===== config.mk =====
export PLATFORM = sky130hd
export DESIGN_NAME = hnuca_placer
export DESIGN_NICKNAME = d
export VERILOG_FILES = /design/src/rtl/hnuca_pkg.sv /design/src/rtl/hnuca_bank_set.sv /design/src/rtl/hnuca_decide.sv /design/src/rtl/hnuca_placer.sv
export SDC_FILE = /design/constraint.sdc
export NUM_CORES = 1
export LEC_CHECK = 0
export BUFFER_PORTS_ARGS = -buffer_cell sky130_fd_sc_hd__buf_2
export CAP_MARGIN = 20
export CELL_PAD_IN_SITES_DETAIL_PLACEMENT = 1
export CELL_PAD_IN_SITES_GLOBAL_PLACEMENT = 2
export CORE_MARGIN = 8
export CORE_UTILIZATION = 40
export DETAILED_ROUTE_END_ITERATION = 7
export HOLD_SLACK_MARGIN = 0.15
export MAX_ROUTING_LAYER = met4
export PLACE_DENSITY = 0.84
export SLEW_MARGIN = 25
export SYNTH_ARGS = -nofsm -noshare
export SYNTH_HDL_FRONTEND = slang
export SYNTH_SLANG_ARGS = --single-unit

===== constraint.sdc =====
create_clock -name clk -period 5.32 [get_ports clk]
set_input_delay 0 -clock clk [delete_from_list [all_inputs] [get_ports clk]]
set_output_delay 0 -clock clk [all_outputs]
set_load 0.005 [all_outputs]

===== src/rtl/hnuca_pkg.sv =====
package hnuca_pkg;

  // classification of one incoming event
  typedef enum logic [2:0] {
    ACT_IDLE,
    ACT_FILL,
    ACT_LIFT,
    ACT_STEP,
    ACT_STAY
  } act_e;

endpackage


===== src/rtl/hnuca_bank_set.sv =====
module hnuca_bank_set #(
  parameter int WAYS  = 2,
  parameter int TAG_W = 8,
  parameter int WW    = 1
) (
  input  logic                        clk,
  input  logic                        rst_n,
  input  logic                        wr_en,
  input  logic [WW-1:0]               wr_way,
  input  logic [TAG_W-1:0]            wr_tag,
  input  logic                        clr_en,
  input  logic [WW-1:0]               clr_way,
  input  logic                        touch_en,
  input  logic [WW-1:0]               touch_way,
  output logic [WAYS-1:0]             valid,
  output logic [WAYS-1:0][TAG_W-1:0]  tags,
  output logic [WW-1:0]               victim
);

  logic [WAYS-1:0]            valid_q, valid_d;
  logic [WAYS-1:0][TAG_W-1:0] tag_q, tag_d;
  logic [WAYS-1:0][WW-1:0]    age_q, age_d;
  logic                       use_en, upd_en, found;
  logic [WW-1:0]              use_way;

  assign use_en  = wr_en | touch_en;
  assign use_way = wr_en ? wr_way : touch_way;
  assign upd_en  = wr_en | clr_en | touch_en;

  // next state: contents and recency ranks (0 = most recent)
  always_comb begin
    valid_d = valid_q;
    tag_d   = tag_q;
    age_d   = age_q;
    if (wr_en) begin
      valid_d[wr_way] = 1'b1;
      tag_d[wr_way]   = wr_tag;
    end
    if (clr_en) valid_d[clr_way] = 1'b0;
    if (use_en) begin
      for (int i = 0; i < WAYS; i++) begin
        if (WW'(i) == use_way)               age_d[i] = '0;
        else if (age_q[i] < age_q[use_way])  age_d[i] = age_q[i] + WW'(1);
      end
    end
  end

  // victim: lowest empty way, otherwise the oldest rank
  always_comb begin
    found  = 1'b0;
    victim = '0;
    for (int i = 0; i < WAYS; i++) begin
      if (!valid_q[i] && !found) begin
        victim = WW'(i);
        found  = 1'b1;
      end
    end
    if (!found) begin
      for (int i = 0; i < WAYS; i++) begin
        if (age_q[i] == WW'(WAYS - 1)) victim = WW'(i);
      end
    end
  end

  always_ff @(posedge clk or negedge rst_n) begin
    if (!rst_n) begin
      valid_q <= '0;
      tag_q   <= '0;
      for (int i = 0; i < WAYS; i++) age_q[i] <= WW'(i);
    end else if (upd_en) begin
      valid_q <= valid_d;
      tag_q   <= tag_d;
      age_q   <= age_d;
    end
  end

  assign valid = valid_q;
  assign tags  = tag_q;

  // a written way holds the written block on the next cycle
  assert_wr_lands_R2: assert property (@(posedge clk) disable iff (!rst_n)
    wr_en |=> valid_q[$past(wr_way)] && (tag_q[$past(wr_way)] == $past(wr_tag)));

  // any use makes that way the most recent
  assert_touch_mru_R9: assert property (@(posedge clk) disable iff (!rst_n)
    use_en |=> (age_q[$past(use_way)] == '0));

  // a cleared way is empty afterwards
  assert_clear_empties_R4: assert property (@(posedge clk) disable iff (!rst_n)
    (clr_en && !wr_en) |=> !valid_q[$past(clr_way)]);

endmodule


===== src/rtl/hnuca_decide.sv =====
module hnuca_decide
  import hnuca_pkg::*;
#(
  parameter int NUM_CL = 4,
  parameter int WAYS   = 2,
  parameter int TAG_W  = 8,
  parameter int CL_W   = 2,
  parameter int WW     = 1,
  parameter int NB     = 8
) (
  input  logic                        ev_valid,
  input  logic                        ev_fill,
  input  logic [CL_W:0]               ev_bank,
  input  logic [WW-1:0]               ev_way,
  input  logic [CL_W-1:0]             ev_core,
  input  logic [TAG_W-1:0]            ev_tag,
  input  logic [WAYS-1:0]             b_valid [NB],
  input  logic [WAYS-1:0][TAG_W-1:0]  b_tag   [NB],
  input  logic [WW-1:0]               b_vict  [NB],
  output logic                        wr_en     [NB],
  output logic [WW-1:0]               wr_way    [NB],
  output logic [TAG_W-1:0]            wr_tag    [NB],
  output logic                        clr_en    [NB],
  output logic [WW-1:0]               clr_way   [NB],
  output logic                        touch_en  [NB],
  output logic [WW-1:0]               touch_way [NB],
  output logic                        mv_v,
  output logic [CL_W:0]               mv_sb,
  output logic [WW-1:0]               mv_sw,
  output logic [CL_W:0]               mv_db,
  output logic [WW-1:0]               mv_dw,
  output logic [TAG_W-1:0]            mv_t,
  output logic                        dm_v,
  output logic [CL_W:0]               dm_sb,
  output logic [WW-1:0]               dm_sw,
  output logic [CL_W:0]               dm_db,
  output logic [WW-1:0]               dm_dw,
  output logic [TAG_W-1:0]            dm_t,
  output logic                        ex_v,
  output logic [CL_W:0]               ex_b,
  output logic [WW-1:0]               ex_w,
  output logic [TAG_W-1:0]            ex_t
);

  act_e            act;
  logic [CL_W-1:0] cl, step_cl;
  logic [CL_W:0]   fill_b, fast_b, dense_b;
  logic [WW-1:0]   fv, dv;
  logic [TAG_W-1:0] mt, dt;

  assign cl      = ev_bank[CL_W-1:0];
  assign step_cl = (cl < ev_core) ? cl + CL_W'(1) : cl - CL_W'(1);
  assign fill_b  = {1'b1, ev_tag[CL_W-1:0]};

  // classify the event
  always_comb begin
    act = ACT_IDLE;
    if (ev_valid) begin
      if (ev_fill)                               act = ACT_FILL;
      else if (!b_valid[ev_bank][ev_way])        act = ACT_IDLE;
      else if (ev_bank[CL_W])                    act = ACT_LIFT;
      else if (cl == ev_core)                    act = ACT_STAY;
      else                                       act = ACT_STEP;
    end
  end

  always_comb begin
    for (int b = 0; b < NB; b++) begin
      wr_en[b] = 1'b0; wr_way[b] = '0; wr_tag[b] = '0;
      clr_en[b] = 1'b0; clr_way[b] = '0;
      touch_en[b] = 1'b0; touch_way[b] = '0;
    end
    mv_v = 1'b0; mv_sb = '0; mv_sw = '0; mv_db = '0; mv_dw = '0; mv_t = '0;
    dm_v = 1'b0; dm_sb = '0; dm_sw = '0; dm_db = '0; dm_dw = '0; dm_t = '0;
    ex_v = 1'b0; ex_b = '0; ex_w = '0; ex_t = '0;
    fast_b  = '0;
    dense_b = '0;
    fv = '0; dv = '0; mt = '0; dt = '0;

    case (act)
      ACT_FILL: begin
        dv = b_vict[fill_b];
        if (b_valid[fill_b][dv]) begin
          ex_v = 1'b1; ex_b = fill_b; ex_w = dv; ex_t = b_tag[fill_b][dv];
        end
        wr_en[fill_b] = 1'b1; wr_way[fill_b] = dv; wr_tag[fill_b] = ev_tag;
      end

      ACT_LIFT: begin
        fast_b = {1'b0, cl};
        fv     = b_vict[fast_b];
        mt     = b_tag[ev_bank][ev_way];
        mv_v = 1'b1; mv_sb = ev_bank; mv_sw = ev_way;
        mv_db = fast_b; mv_dw = fv; mv_t = mt;
        wr_en[fast_b] = 1'b1; wr_way[fast_b] = fv; wr_tag[fast_b] = mt;
        if (b_valid[fast_b][fv]) begin
          dt   = b_tag[fast_b][fv];
          dm_v = 1'b1; dm_sb = fast_b; dm_sw = fv;
          dm_db = ev_bank; dm_dw = ev_way; dm_t = dt;
          wr_en[ev_bank] = 1'b1; wr_way[ev_bank] = ev_way; wr_tag[ev_bank] = dt;
        end else begin
          clr_en[ev_bank] = 1'b1; clr_way[ev_bank] = ev_way;
        end
      end

      ACT_STEP: begin
        fast_b  = {1'b0, step_cl};
        dense_b = {1'b1, step_cl};
        fv      = b_vict[fast_b];
        mt      = b_tag[ev_bank][ev_way];
        mv_v = 1'b1; mv_sb = ev_bank; mv_sw = ev_way;
        mv_db = fast_b; mv_dw = fv; mv_t = mt;
        clr_en[ev_bank] = 1'b1; clr_way[ev_bank] = ev_way;
        wr_en[fast_b] = 1'b1; wr_way[fast_b] = fv; wr_tag[fast_b] = mt;
        if (b_valid[fast_b][fv]) begin
          dt   = b_tag[fast_b][fv];
          dv   = b_vict[dense_b];
          dm_v = 1'b1; dm_sb = fast_b; dm_sw = fv;
          dm_db = dense_b; dm_dw = dv; dm_t = dt;
          if (b_valid[dense_b][dv]) begin
            ex_v = 1'b1; ex_b = dense_b; ex_w = dv; ex_t = b_tag[dense_b][dv];
          end
          wr_en[dense_b] = 1'b1; wr_way[dense_b] = dv; wr_tag[dense_b] = dt;
        end
      end

      ACT_STAY: begin
        touch_en[ev_bank] = 1'b1; touch_way[ev_bank] = ev_way;
      end

      default: ;
    endcase
  end

  // a demotion only ever accompanies a move into an occupied fast way
  always_comb begin
    if (dm_v) assert_demote_needs_move_R5: assert (mv_v && !mv_db[CL_W]);
  end

endmodule


===== src/rtl/hnuca_placer.sv =====
module hnuca_placer #(
  parameter int NUM_CL = 4,
  parameter int WAYS   = 2,
  parameter int TAG_W  = 8,
  localparam int CL_W  = $clog2(NUM_CL),
  localparam int WW    = (WAYS > 1) ? $clog2(WAYS) : 1
) (
  input  logic              clk,
  input  logic              rst_n,
  input  logic              in_valid,
  input  logic              in_fill,
  input  logic [CL_W:0]     in_bank,
  input  logic [WW-1:0]     in_way,
  input  logic [CL_W-1:0]   in_core,
  input  logic [TAG_W-1:0]  in_tag,
  output logic              mv_valid,
  output logic [CL_W:0]     mv_src_bank,
  output logic [WW-1:0]     mv_src_way,
  output logic [CL_W:0]     mv_dst_bank,
  output logic [WW-1:0]     mv_dst_way,
  output logic [TAG_W-1:0]  mv_tag,
  output logic              dm_valid,
  output logic [CL_W:0]     dm_src_bank,
  output logic [WW-1:0]     dm_src_way,
  output logic [CL_W:0]     dm_dst_bank,
  output logic [WW-1:0]     dm_dst_way,
  output logic [TAG_W-1:0]  dm_tag,
  output logic              evict_valid,
  output logic [CL_W:0]     evict_bank,
  output logic [WW-1:0]     evict_way,
  output logic [TAG_W-1:0]  evict_tag
);

  localparam int NB = 2 * NUM_CL;

  logic [WAYS-1:0]            b_valid   [NB];
  logic [WAYS-1:0][TAG_W-1:0] b_tag     [NB];
  logic [WW-1:0]              b_vict    [NB];
  logic                       wr_en     [NB];
  logic [WW-1:0]              wr_way    [NB];
  logic [TAG_W-1:0]           wr_tag    [NB];
  logic                       clr_en    [NB];
  logic [WW-1:0]              clr_way   [NB];
  logic                       touch_en  [NB];
  logic [WW-1:0]              touch_way [NB];

  logic                nx_mv_v, nx_dm_v, nx_ex_v;
  logic [CL_W:0]       nx_mv_sb, nx_mv_db, nx_dm_sb, nx_dm_db, nx_ex_b;
  logic [WW-1:0]       nx_mv_sw, nx_mv_dw, nx_dm_sw, nx_dm_dw, nx_ex_w;
  logic [TAG_W-1:0]    nx_mv_t, nx_dm_t, nx_ex_t;

  // bank index equals bank code {dense_bit, cluster}
  for (genvar g = 0; g < NB; g++) begin : g_bank
    hnuca_bank_set #(.WAYS(WAYS), .TAG_W(TAG_W), .WW(WW)) u_set (
      .clk       (clk),
      .rst_n     (rst_n),
      .wr_en     (wr_en[g]),
      .wr_way    (wr_way[g]),
      .wr_tag    (wr_tag[g]),
      .clr_en    (clr_en[g]),
      .clr_way   (clr_way[g]),
      .touch_en  (touch_en[g]),
      .touch_way (touch_way[g]),
      .valid     (b_valid[g]),
      .tags      (b_tag[g]),
      .victim    (b_vict[g])
    );
  end

  hnuca_decide #(
    .NUM_CL(NUM_CL), .WAYS(WAYS), .TAG_W(TAG_W), .CL_W(CL_W), .WW(WW), .NB(NB)
  ) u_decide (
    .ev_valid (in_valid), .ev_fill (in_fill), .ev_bank (in_bank),
    .ev_way   (in_way),   .ev_core (in_core), .ev_tag  (in_tag),
    .b_valid  (b_valid),  .b_tag   (b_tag),   .b_vict  (b_vict),
    .wr_en    (wr_en),    .wr_way  (wr_way),  .wr_tag  (wr_tag),
    .clr_en   (clr_en),   .clr_way (clr_way),
    .touch_en (touch_en), .touch_way (touch_way),
    .mv_v (nx_mv_v), .mv_sb (nx_mv_sb), .mv_sw (nx_mv_sw),
    .mv_db (nx_mv_db), .mv_dw (nx_mv_dw), .mv_t (nx_mv_t),
    .dm_v (nx_dm_v), .dm_sb (nx_dm_sb), .dm_sw (nx_dm_sw),
    .dm_db (nx_dm_db), .dm_dw (nx_dm_dw), .dm_t (nx_dm_t),
    .ex_v (nx_ex_v), .ex_b (nx_ex_b), .ex_w (nx_ex_w), .ex_t (nx_ex_t)
  );

  // command registers: one-cycle event-to-command latency
  always_ff @(posedge clk or negedge rst_n) begin
    if (!rst_n) begin
      mv_valid <= 1'b0; mv_src_bank <= '0; mv_src_way <= '0;
      mv_dst_bank <= '0; mv_dst_way <= '0; mv_tag <= '0;
      dm_valid <= 1'b0; dm_src_bank <= '0; dm_src_way <= '0;
      dm_dst_bank <= '0; dm_dst_way <= '0; dm_tag <= '0;
      evict_valid <= 1'b0; evict_bank <= '0; evict_way <= '0; evict_tag <= '0;
    end else begin
      mv_valid <= nx_mv_v; mv_src_bank <= nx_mv_sb; mv_src_way <= nx_mv_sw;
      mv_dst_bank <= nx_mv_db; mv_dst_way <= nx_mv_dw; mv_tag <= nx_mv_t;
      dm_valid <= nx_dm_v; dm_src_bank <= nx_dm_sb; dm_src_way <= nx_dm_sw;
      dm_dst_bank <= nx_dm_db; dm_dst_way <= nx_dm_dw; dm_tag <= nx_dm_t;
      evict_valid <= nx_ex_v; evict_bank <= nx_ex_b; evict_way <= nx_ex_w;
      evict_tag <= nx_ex_t;
    end
  end

  assert_quiet_R11: assert property (@(posedge clk) disable iff (!rst_n)
    !in_valid |=> !mv_valid && !dm_valid && !evict_valid);

  assert_fill_no_move_R2: assert property (@(posedge clk) disable iff (!rst_n)
    (in_valid && in_fill) |=> !mv_valid && !dm_valid);

  assert_evict_dense_R3: assert property (@(posedge clk) disable iff (!rst_n)
    evict_valid |-> evict_bank[CL_W]);

  assert_no_dense_hop_R12: assert property (@(posedge clk) disable iff (!rst_n)
    mv_valid |-> !mv_dst_bank[CL_W]);

  assert_lift_local_R4: assert property (@(posedge clk) disable iff (!rst_n)
    (mv_valid && mv_src_bank[CL_W]) |-> (mv_dst_bank[CL_W-1:0] == mv_src_bank[CL_W-1:0]));

  assert_step_one_R6: assert property (@(posedge clk) disable iff (!rst_n)
    (mv_valid && !mv_src_bank[CL_W]) |->
      ((mv_dst_bank[CL_W-1:0] == mv_src_bank[CL_W-1:0] + CL_W'(1)) ||
       (mv_dst_bank[CL_W-1:0] == mv_src_bank[CL_W-1:0] - CL_W'(1))));

  assert_demote_pair_R8: assert property (@(posedge clk) disable iff (!rst_n)
    dm_valid |-> dm_dst_bank[CL_W] && (dm_src_bank == mv_dst_bank) &&
                 (dm_src_way == mv_dst_way) &&
                 (dm_dst_bank[CL_W-1:0] == dm_src_bank[CL_W-1:0]));

endmodule


Word-level counts from Yosys, hierarchy flattened:

Index checks and enable logic that the tools add are counted.

* bits of input ports: 18
* flip-flop bits (word level): 207
* output and inout port bits: 47
* logic and storage cells: 614

* eq/ne operators: 13
* add/subtract/negate cells: 18
* $lt $le $gt $ge: 72
* reduce and logical (&&, ||, !) cells: 70
* muxes and demuxes: 323
* bitwise operators: 62

Operator list (number)
* $mux 8: 37
* $bmux 16 s3: 5
* $and 64x64->64: 3
* $pmux 64 s3: 1
* $mux 16: 10
* $mux 1: 157
* $bwmux 16: 8
* $bwmux 64: 2
* $mux 64: 2
* $demux 8 s3: 5
* $demux 8 s1: 8
* $pmux 8 s2: 4
* $lt 1x2->1 const B: 29
* $mux 2: 29
* $pmux 8 s3: 2
* $reduce_and 3->1: 16
* $mux 3: 11
* $and 8x8->8: 4
* $bmux 2 s3: 5
* $logic_and 1x1->1: 29
* $or 1x1->1: 24
* $ge 4x4->1 const B: 5
* $lt 4x1->1 const B: 5
* $pmux 3 s2: 3
* 27 further kinds: 154

Depth between registers and ports, before layout:

Gate-level depths: netlist of the first run.

* depth after elaboration: 21
* gate-level depth with buffers: 17

By module:

Synthesis of the first run repeated with hierarchy kept, for this count alone.

* cells, all modules: 1034
* area, all modules: 12818.5 um^2

By module, submodules not included
* hnuca_bank_set: cells an instance 53, seq. area each 501.7 um^2, area each 829.5 um^2, times used 8
* hnuca_decide: cells an instance 563, seq. area each 0.0 um^2, area each 5006.1 um^2, times used 1
* hnuca_placer: cells an instance 47, seq. area each 1176.1 um^2, area each 1176.1 um^2, times used 1

Worst setup path before layout of the first run:

OpenSTA, ideal clock, no wires.

* path kind: input to register
* from: input in_bank[1]
* to: register g_bank[1].u_set.tag_q (netlist bit g_bank[1].u_set.tags[0])
* stages on the path: 13
* required time: 5.195 ns
* setup time: 0.125 ns
* data arrival time: 3.568 ns
* setup slack: 1.628 ns
* path buffers: 6
* path through: buf_4 -> buf_6 -> buf_2 -> buf_4 -> buf_1 -> xnor2_1 -> ha_1 -> buf_1 -> mux4_2 -> and2_4 -> a22o_1 -> nor3_4 -> mux2_2

* cells in the longest elaborated chain, start to end: 16
* elaborated cells between the ends (all ways): 116
* those cells by class: add/sub (2); order compare (11); eq/ne (5); mux (80); bitwise (12); reduce/logical (6)

RTL lines
* start, declared: RTL line hnuca_placer.sv:12 `input logic [CL_W:0] in_bank,`
* $sub 2x1->2 (tied with other cells): RTL line hnuca_decide.sv:52 `assign step_cl = (cl < ev_core) ? cl + CL_W'(1) : cl - CL_W'(1);`
* $mux 2 or $bmux 2 s3 (tied branches): RTL line hnuca_decide.sv:52, hnuca_decide.sv:60
* $not 2->4 (not written as such) or $mux 2 (tied branches)
* $ge 4x4->1 (not written as such) (tied with other cells): RTL line hnuca_decide.sv:114 `wr_en[fast_b] = 1'b1; wr_way[fast_b] = fv; wr_tag[fast_b] = mt;`
* $logic_and 1x1->1 (not written as such) or $mux 1 (tied branches): RTL line hnuca_decide.sv:114, hnuca_decide.sv:60
* $mux 1 (on tied branches): RTL line hnuca_decide.sv:114, hnuca_decide.sv:60
* $demux 1 s3 or $mux 3 (tied branches): RTL line hnuca_decide.sv:114, hnuca_decide.sv:60
* $and 8x8->8 (no source line) or $mux 3 (tied branches)
* $bwmux 8 or $mux 3 (tied branches): RTL line hnuca_decide.sv:123, hnuca_decide.sv:58
* $mux 8 (tied with other cells): RTL line hnuca_decide.sv:115 `if (b_valid[fast_b][fv]) begin`
* $pmux 8 s3: RTL line hnuca_decide.sv:80 `case (act)`
* $lt 1x2->1 (not written as such) or $ge 1x1->1 (tied branches): RTL line hnuca_bank_set.sv:37 `tag_d[wr_way] = wr_tag;`
* $logic_and 1x1->1 (not written as such): RTL line hnuca_bank_set.sv:37
* $mux 8 (not written as such): RTL line hnuca_bank_set.sv:37
* $demux 8 s1
* $bwmux 16: RTL line hnuca_bank_set.sv:37
* end signal, assigned: RTL line hnuca_bank_set.sv:72 `tag_q <= tag_d;`
* end, declared: RTL line hnuca_bank_set.sv:21 `logic [WAYS-1:0][TAG_W-1:0] tag_q, tag_d;`

Parallel ways exist; a longest one is shown, timed or not. The select of a mux whose other input is x is not followed.
A chain may end at the register's enable or synchronous reset.

Worst setup path after layout of the first run:

* from: input in_bank[1]
* to: register g_bank[5].u_set.tag_q (netlist bit g_bank[5].u_set.tags[1])

* cells in the longest elaborated chain, start to end: 16
* elaborated cells between the ends (all ways): 116
* those cells by class: add/sub (2); order compare (11); eq/ne (5); mux (80); bitwise (12); reduce/logical (6)

RTL lines (RTL line)
* $sub 2x1->2 (tied with other cells): hnuca_decide.sv:52
* $mux 2 or $bmux 2 s3 (tied branches): hnuca_decide.sv:52, hnuca_decide.sv:60
* $not 2->4 (not written as such) or $mux 2 (tied branches)
* $ge 4x4->1 (not written as such) (tied with other cells): hnuca_decide.sv:114
* $logic_and 1x1->1 (not written as such) or $mux 1 (tied branches): hnuca_decide.sv:114, hnuca_decide.sv:60
* $mux 1 (on tied branches): hnuca_decide.sv:114, hnuca_decide.sv:60
* $demux 1 s3 or $mux 3 (tied branches): hnuca_decide.sv:114, hnuca_decide.sv:60
* $and 8x8->8 (no source line) or $mux 3 (tied branches)
* $bwmux 8 or $mux 3 (tied branches): hnuca_decide.sv:123, hnuca_decide.sv:58
* $mux 8 (tied with other cells): hnuca_decide.sv:115
* $pmux 8 s3: hnuca_decide.sv:80
* $lt 1x2->1 (not written as such) or $ge 1x1->1 (tied branches): hnuca_bank_set.sv:37
* $logic_and 1x1->1 (not written as such): hnuca_bank_set.sv:37
* $mux 8 (not written as such): hnuca_bank_set.sv:37
* $demux 8 s1
* $bwmux 16: hnuca_bank_set.sv:37
* end signal, assigned: hnuca_bank_set.sv:72
* end, declared: hnuca_bank_set.sv:21

Parallel ways exist; a longest one is shown, timed or not. The select of a mux whose other input is x is not followed.

==> PnR_summary.wiki, run 1 <==
{| class="wikitable"
! Metric !! Value
|-
| Initial Utilization || 40.48%
|-
| Outcome || finished, final reports clean
|-
| Wire length reported by the detailed router || 40150 um
|-
| # port buffers || 62
|-
| Type of the worst setup path || input port to flip-flop
|-
| Area of the mapped netlist || 11970 um^2
|-
| Core Box Area || 29560 um^2
|-
| Final Max Slew Viols || 0
|-
| Leading register cell type out of synthesis || sky130_fd_sc_hd__dfrtp_1
|-
| Fraction of final layout cells sized beyond drive strength 1 || 26.82%
|-
| CTS sink cnt || 202
|-
| Part of the cycle the worst path needs || 83.44%
|-
| Largest net degree at the start of global routing || 109
|-
| Resize count post-CTS || 0
|-
| Final core utilization || 45.52%
|-
| EDFF count, synth || 0
|-
| Final setup violation count || 0
|-
| Post-synthesis average cell area || 11.51 um^2
|-
| Clock latency of the later-clocked register in the worst-skew pair || 530 ps
|-
| Routed wire length per instance || 26.73 um
|-
| TritonCTS clock tree || yes
|-
| Count of routing violations after the opening detailed-route iteration || 798
|-
| RSZ-0062 raised after global routing || false
|-
| Final WS setup || 881.1 ps
|-
| Design area || 13450 um^2
|-
| CTS clock-pin slew for the worst setup and hold paths || 60 ps
|-
| Syn. warnings || 0
|-
| Max Clock Freq || 225.3 MHz
|-
| Distinct cell type count after synthesis || 71
|-
| Initial antenna violation count || 1
|-
| Clock network fraction of design power || 27.8%
|-
| GRT Residual Overflow || 0
|-
| Maximum level of the CTS H-tree || 1
|-
| Width of the die || 189.0 um
|-
| Critical Path Source Type || input port
|-
| Sequential fraction of design power || 38.9%
|-
| Total chip power || 0.005731 W
|-
| Number of failing hold endpoints at the final stage || 0
|-
| Die Y || 189.0 um
|-
| Proportion of total power due to net switching || 36.64%
|-
| Standard-cell row count || 63
|-
| Worst supply voltage drop on vdd || 0.3106 mV
|-
| Total CTS buffers || 24
|-
| Number of standard cells after synthesis || 1040
|-
| Via count of the first global-routing pass || 10070
|-
| Share of the yosys chip area belonging to registers || 42.33%
|-
| Area used by multi-input combinational logic || 6366 um^2
|-
| Data arrival time at the worst-slack endpoint || 4850 ps
|-
| Sum of negative setup slack || 0 ps
|-
| Worst Max-Slew Pin Slew || 997.4 ps
|-
| Root buffer selected by CTS || sky130_fd_sc_hd__clkbuf_16
|-
| # DRC || 0
|-
| Count of boundary I/O pins || 65
|-
| Max Root-Sink Buffers || 3
|-
| Iteration count of the initial detailed-routing pass || 5
|-
| CP Data Required Time || 5730 ps
|-
| Worst relative slew slack || 33.00%
|-
| Net count, final || 1118
|-
| Most common cell in the netlist || sky130_fd_sc_hd__dfrtp_1
|-
| Total half-perimeter wirelength after legalization and detailed placement || 28440 um
|-
| Largest fanout of any net on the critical path || 20
|-
| Capturing element type of the critical path || flip-flop
|-
| Area contributors post-synth || sky130_fd_sc_hd__dfrtp_1, sky130_fd_sc_hd__mux4_2, sky130_fd_sc_hd__mux2i_1
|-
| Via-per-instance ratio || 6.270
|-
| Sw power || 0.002100 W
|-
| Cell Int Power || 0.003631 W
|-
| Post-route minimum period || 4439 ps
|-
| Fraction of registers with async set or reset after synthesis || 100.0%
|-
| Setup Fix Bufs, Post-CTS || 0
|-
| Proportion of power drawn by combinational gates || 33.4%
|-
| Skew final || 12.15 ps
|-
| First-pass GRT wire length || 62490 um
|-
| Number of maximum-capacitance constraint violations || 0
|-
| Global-route usage over all layers || 23.10%
|-
| Pleak || 6.017 nW
|-
| Dpl cell area || 12540 um^2
|-
| Ranking of synthesized cells by instance count || sky130_fd_sc_hd__dfrtp_1, sky130_fd_sc_hd__mux2i_1, sky130_fd_sc_hd__nor2_1
|-
| Via Count || 9417
|-
| Kind of path behind the tightest hold check || input port to async pin
|-
| Die Area || 35710 um^2
|-
| Seq cells post-synth || 202
|-
| Relative area change from synthesis to final layout || 12.43%
|-
| Fill cell total of the finished layout || 3165
|-
| Power density over the cells || 426.0 nW/um^2
|-
| Worst setup slack before clock tree synthesis || 959.2 ps
|-
| Routability-driven placement congestion ratio || 0.9171
|-
| Register Area || 5065 um^2
|-
| Portion of synthesized cell area occupied by the leading cell type || 40.57%
|-
| Final ANT Viol Nets || 0
|-
| Most area-hungry cell type in the Yosys netlist || sky130_fd_sc_hd__dfrtp_1
|}
-- state kept, by name (all words and copies together) (netlist names), 2 cells and up --
name	flops
mv_dst_bank	2
dm_tag	8
g_bank.u_set.tags	128
g_bank.u_set.valid	16
evict_bank	3
mv_src_bank	3
dm_dst_bank	3
g_bank.u_set.age_q	16
mv_tag	8
evict_tag	8
-- area by class of cell --
class / instances / area share, %
antenna: 1 / 0.01860
clock inverter: 6 / 0.2604
clock buffer: 37 / 5.357
inverter: 42 / 1.172
multi-input combinational: 728 / 47.32
sequential: 202 / 37.65
tap: 390 / 3.627
timing repair buffer: 96 / 4.603
-- routing by layer --
| metal | vias to the layer above | part of all wire (%) | global-route usage (%) |
|---|---|---|---|
| met4 | 0 | 3.2 | 7.787 |
| met3 | 85 | 6.9 | 3.311 |
| li1 | 3984 | - | - |
| met5 | - | 0 | - |
| met1 | 4910 | 43 | 30.47 |
| met2 | 438 | 47 | 36.32 |
-- cell families (layout without fill, tap and decap cells) --
group	count (synthesis)	count (layout)	synth area share, %
flops	202	202	42.33
mux	262	262	30.29
xor+xnor	2	2	0.1464
fa+ha+maj	6	6	0.6273
compound gates	185	185	11.18
other cells	1	3	0.03134
buf+inv	111	181	4.507
simple gates	271	271	10.90
-- power by group through the flow --
stage / sequential (W) / clock, W / combinational, W
after floorplan: 0.00210 / 0 / 0.00137
final: 0.00223 / 0.00159 / 0.00191
after global routing: 0.00227 / 0.00168 / 0.00204
after detailed placement: 0.00224 / 0 / 0.00188
after CTS: 0.00222 / 0.00163 / 0.00190
after global placement: 0.00222 / 0 / 0.00184
-- cells in the final DEF (no fill, tap or decap), types with 3 or more instances in the layout --
cell type	instances
sky130_fd_sc_hd__dfrtp_1	194
sky130_fd_sc_hd__mux2i_1	103
sky130_fd_sc_hd__nor2_1	86
sky130_fd_sc_hd__mux2_2	79
sky130_fd_sc_hd__nand2_1	75
sky130_fd_sc_hd__mux4_2	70
sky130_fd_sc_hd__buf_2	59
sky130_fd_sc_hd__a21oi_1	58
sky130_fd_sc_hd__inv_1	40
sky130_fd_sc_hd__a221oi_1	25
sky130_fd_sc_hd__clkbuf_16	25
sky130_fd_sc_hd__o22ai_1	24
sky130_fd_sc_hd__nand3_1	23
sky130_fd_sc_hd__nor2b_1	20
sky130_fd_sc_hd__buf_4	20
sky130_fd_sc_hd__nor3_1	16
sky130_fd_sc_hd__dlygate4sd3_1	16
sky130_fd_sc_hd__o21ai_0	15
sky130_fd_sc_hd__and2_1	12
sky130_fd_sc_hd__nand2b_1	8
sky130_fd_sc_hd__dfstp_2	8
sky130_fd_sc_hd__clkbuf_1	7
sky130_fd_sc_hd__o211ai_1	6
sky130_fd_sc_hd__a32o_1	6
sky130_fd_sc_hd__mux2_1	6
sky130_fd_sc_hd__ha_1	6
sky130_fd_sc_hd__clkbuf_8	6
sky130_fd_sc_hd__and3_1	5
sky130_fd_sc_hd__a211oi_1	5
sky130_fd_sc_hd__or3_1	5
sky130_fd_sc_hd__a22oi_1	5
sky130_fd_sc_hd__a22o_1	4
sky130_fd_sc_hd__a221o_1	4
sky130_fd_sc_hd__a21o_1	4
sky130_fd_sc_hd__mux2_4	4
sky130_fd_sc_hd__o32a_1	4
sky130_fd_sc_hd__clkinv_2	4
sky130_fd_sc_hd__o32ai_1	3
sky130_fd_sc_hd__nor4_1	3
-- through the flow --
stage	hold WS, ps	cells
floorplan	-295.6	1041
global placement	182.3	1442
detailed placement	196.6	1442
CTS	202.1	1501
global route	221.1	1502
finish	130.1	1502
-- final timing paths --
check,from,end,slack [ps],depth (start not counted)
worst max-delay path,in_bank[1],g_bank[5].u_set.tags[1],880,15
worst min-delay path,rst_n,g_bank[2].u_set.valid[0],130,2
worst max register to register,g_bank[3].u_set.valid[1],g_bank[5].u_set.tags[1],1740,8
worst min register to register,g_bank[0].u_set.tags[13],g_bank[0].u_set.tags[13],490,2
max in group asynchronous,rst_n,g_bank[5].u_set.tags[1],3810,3
min in group clk,in_tag[1],evict_bank[1],260,3
-- critical path, stage by stage --
cell and delay, ps:
sky130_fd_sc_hd__dlygate4sd3_1 530, sky130_fd_sc_hd__buf_4 320, sky130_fd_sc_hd__ha_1 320, sky130_fd_sc_hd__a21oi_1 300, sky130_fd_sc_hd__xnor2_1 230, sky130_fd_sc_hd__ha_1 310, sky130_fd_sc_hd__buf_4 210, sky130_fd_sc_hd__nor2_1 370
sky130_fd_sc_hd__a32oi_1 110, sky130_fd_sc_hd__nand3_1 340, sky130_fd_sc_hd__nor3b_4 380, sky130_fd_sc_hd__a221o_1 750, sky130_fd_sc_hd__nor2b_1 100, sky130_fd_sc_hd__buf_4 240, sky130_fd_sc_hd__mux2_4 320
-- repair_timing --
item,in CTS,in global routing
hold buffers,16,0
setup endpoints to repair,0,0
hold endpoints to repair,176,0
Power figures use the tool's default switching activity.
==> run 2, diff against run 1 <==
--- a/config.mk
+++ b/config.mk
@@ -10,11 +10,11 @@
 export CELL_PAD_IN_SITES_DETAIL_PLACEMENT = 1
 export CELL_PAD_IN_SITES_GLOBAL_PLACEMENT = 2
 export CORE_MARGIN = 8
-export CORE_UTILIZATION = 40
+export CORE_UTILIZATION = 38
 export DETAILED_ROUTE_END_ITERATION = 7
 export HOLD_SLACK_MARGIN = 0.15
 export MAX_ROUTING_LAYER = met4
-export PLACE_DENSITY = 0.84
+export PLACE_DENSITY = 0.83
 export SLEW_MARGIN = 25
 export SYNTH_ARGS = -nofsm -noshare
 export SYNTH_HDL_FRONTEND = slang
==> constraint.sdc (replaced) <==
create_clock -name clk -period 4 [get_ports clk]
set_input_delay 0 -clock clk [delete_from_list [all_inputs] [get_ports clk]]
set_output_delay 0 -clock clk [all_outputs]
set_load 0.005 [all_outputs]
==> PnR_summary.wiki, run 2 (synthesized netlist as in run 1, its figures left out) <==
{| class="wikitable"
! Metric !! Value
|-
| CP Data Required Time || 4440 ps (-1290 ps)
|-
| Critical path buffers and inverters || 7 (+3)
|-
| Iteration count of the initial detailed-routing pass || 5 (unchanged)
|-
| Fraction of final layout cells sized beyond drive strength 1 || 29.41% (+2.6 points)
|-
| Via-per-instance ratio || 6.107 (-2.6%)
|-
| Number of maximum-capacitance constraint violations || 0 (unchanged)
|-
| Width of the die || 193.5 um (+2.4%)
|-
| TritonCTS clock tree || yes
|-
| Crit path depth || 16 (+1)
|-
| Worst path top cell family by delay || buffers and inverters
|-
| Type of the worst setup path || input port to flip-flop
|-
| Capturing element type of the critical path || flip-flop
|-
| Fill cell total of the finished layout || 3343 (+5.6%)
|-
| Routability-driven placement congestion ratio || 0.8969 (-2.2%)
|-
| Via count of the first global-routing pass || 10100 (+0.28%)
|-
| Critical Path Source Type || input port
|-
| Relative area change from synthesis to final layout || 15.17%
|-
| List of cells traversed by the critical path || dlygate4sd3_1 -> buf_4 -> clkinv_1 -> ha_1 -> inv_1 -> a21oi_1 -> xnor2_1 -> buf_4 -> ha_1 -> buf_4 -> mux4_2 -> nor3b_4 -> a221o_1 -> nor2b_1 -> buf_4 -> mux2i_1
|-
| Final Max Slew Viols || 0 (unchanged)
|-
| Initial antenna violation count || 1 (unchanged)
|-
| Slowest cell delay on critical path || 720 ps (-30 ps)
|-
| Antenna diode count || 0 (-1)
|-
| Root buffer selected by CTS || sky130_fd_sc_hd__clkbuf_16
|-
| Worst reg2reg path depth || 7 (-1)
|-
| Wire length reported by the detailed router || 41700 um (+3.9%)
|-
| Routed wire length per instance || 26.94 um (+0.78%)
|-
| Total half-perimeter wirelength after legalization and detailed placement || 30300 um (+6.6%)
|-
| Worst supply voltage drop on vdd || 0.3505 mV (+13%)
|-
| Power density over the cells || 573.8 nW/um^2 (+35%)
|-
| Final setup violation count || 0 (unchanged)
|-
| Sum of negative setup slack || 0 ps (unchanged)
|-
| Max Root-Sink Buffers || 3 (unchanged)
|-
| Global-route usage over all layers || 22.74% (-0.37 points)
|-
| Die Area || 37420 um^2 (+4.8%)
|-
| Hold-fix buffers at CTS || 13 (-3)
|-
| Worst Max-Slew Pin Slew || 1073 ps (+75.47 ps)
|-
| Number of flip-flops under the largest register name || 128 (unchanged)
|-
| Setup Fix Bufs, Post-CTS || 0 (unchanged)
|-
| Initial Utilization || 38.22% (-2.3 points)
|-
| First-pass GRT wire length || 64460 um (+3.2%)
|-
| # placed instances || 1492 (+3.5%)
|-
| Die Y || 193.5 um (+2.4%)
|-
| Via Count || 9453 (+0.38%)
|-
| Slowest cell on the critical path || sky130_fd_sc_hd__nor2b_1
|-
| Core Box Area || 31310 um^2 (+5.9%)
|-
| CTS clock-pin slew for the worst setup and hold paths || 60 ps (about the same)
|-
| Leading cell types in the layout, fill and taps excluded || sky130_fd_sc_hd__dfrtp_1, sky130_fd_sc_hd__mux2i_1, sky130_fd_sc_hd__nor2_1
|-
| Pleak || 6.212 nW (+3.2%)
|-
| # port buffers || 62 (unchanged)
|-
| Max Clock Freq || 267.2 MHz
|-
| RSZ-0062 raised after global routing || false
|-
| Critical Path Most Common Cell || sky130_fd_sc_hd__buf_4
|-
| Kind of path behind the tightest hold check || input port to async pin
|-
| Clock latency of the later-clocked register in the worst-skew pair || 530 ps (about the same)
|-
| Most common library cell in the layout ignoring fill and taps || sky130_fd_sc_hd__dfrtp_1
|-
| GRT Residual Overflow || 0 (unchanged)
|-
| # DRC || 0 (unchanged)
|-
| Count of routing violations after the opening detailed-route iteration || 805 (+0.88%)
|-
| Post-route insts no fill || 1548 (+3.1%)
|-
| Outcome || finished, final reports clean
|-
| Largest net degree at the start of global routing || 107 (-1.8%)
|-
| Part of the cycle the worst path needs || 93.55%
|-
| Number of failing hold endpoints at the final stage || 0 (unchanged)
|-
| Count of boundary I/O pins || 65 (unchanged)
|-
| Largest fanout of any net on the critical path || 22 (+10%)
|-
| Worst relative slew slack || 28.48% (-4.5 points)
|-
| Total CTS buffers || 24 (unchanged)
|-
| Skew final || 16.95 ps (+4.804 ps)
|-
| Final ANT Viol Nets || 0 (unchanged)
|-
| Post-route minimum period || 3742 ps
|-
| CTS sink cnt || 202 (unchanged)
|-
| Data arrival time at the worst-slack endpoint || 4180 ps (-670 ps)
|-
| Net count, final || 1153 (+3.1%)
|-
| Resize count post-CTS || 0 (unchanged)
|-
| Maximum level of the CTS H-tree || 1 (unchanged)
|-
| Standard-cell row count || 65 (+3.2%)
|}
[run 2: cell count changes in the layout (fill, tap and decap cells not counted)]
cell / change
sky130_fd_sc_hd__bufinv_16: +2
sky130_fd_sc_hd__diode_2: -1
sky130_fd_sc_hd__buf_4: +38
sky130_fd_sc_hd__clkinv_2: -2
sky130_fd_sc_hd__clkbuf_8: +1
sky130_fd_sc_hd__clkbuf_1: -1
sky130_fd_sc_hd__dlygate4sd3_1: -3
[run 2: final timing paths]
check                                            to                     start  slack (ps)
min in group clk           g_bank[0].u_set.age_q[0]                in_core[0]         270
max in group asynchronous   g_bank[6].u_set.tags[7]                     rst_n        2770
hold reg to reg            g_bank[4].u_set.age_q[1]  g_bank[4].u_set.age_q[0]         490
setup reg to reg           g_bank[5].u_set.tags[12]  g_bank[0].u_set.age_q[1]         790
setup / recovery            g_bank[5].u_set.tags[2]                in_bank[0]         260
hold / removal                            mv_tag[1]                     rst_n         170
[run 2: layer usage]
layer  track usage [%]  vias up  wire, um
li1                  -     4051         -
met4             7.212        0      1387
met2             36.10      364     19650
met3             3.645       92      2656
met5                 -        -         0
met1             29.61     4946     18010
[run 2: per-stage QoR]
step / total power [W] / cell area (um^2) / worst slack (ps) / utilization (%) / hold slack, ps
2_1_floorplan: 0.004621 / 11970 / 307.7 / - / -295.6
3_3_place_gp: 0.005526 / 12840 / 262.1 / 41.00 / 190.1
3_5_place_dp: 0.005625 / 12840 / 209.7 / 41.00 / 188.3
4_1_cts: 0.007926 / 13780 / 299.8 / 44.02 / 204.0
5_1_grt: 0.008264 / 13780 / 65.59 / 44.02 / 242.1
6_report: 0.007909 / 13780 / 257.8 / 44.02 / 166.7
[run 2: power by group]
part	internal [W]	switching (W)	total, W
sequential	0.00250	0.000429	0.00292
combinational	0.00120	0.00152	0.00272
clock	0.00138	0.000885	0.00226
[run 2: cell type report]
class | count | area [um^2] | area share [%]
Timing Repair Buffer | 131 | 874.6 | 6.346
Sequential cell | 202 | 5065 | 36.75
Tap cell | 402 | 503.0 | 3.650
Multi-Input combinational cell | 728 | 6366 | 46.19
Clock buffer | 37 | 730.7 | 5.302
Inverter | 42 | 157.7 | 1.144
Clock inverter | 6 | 85.08 | 0.6173
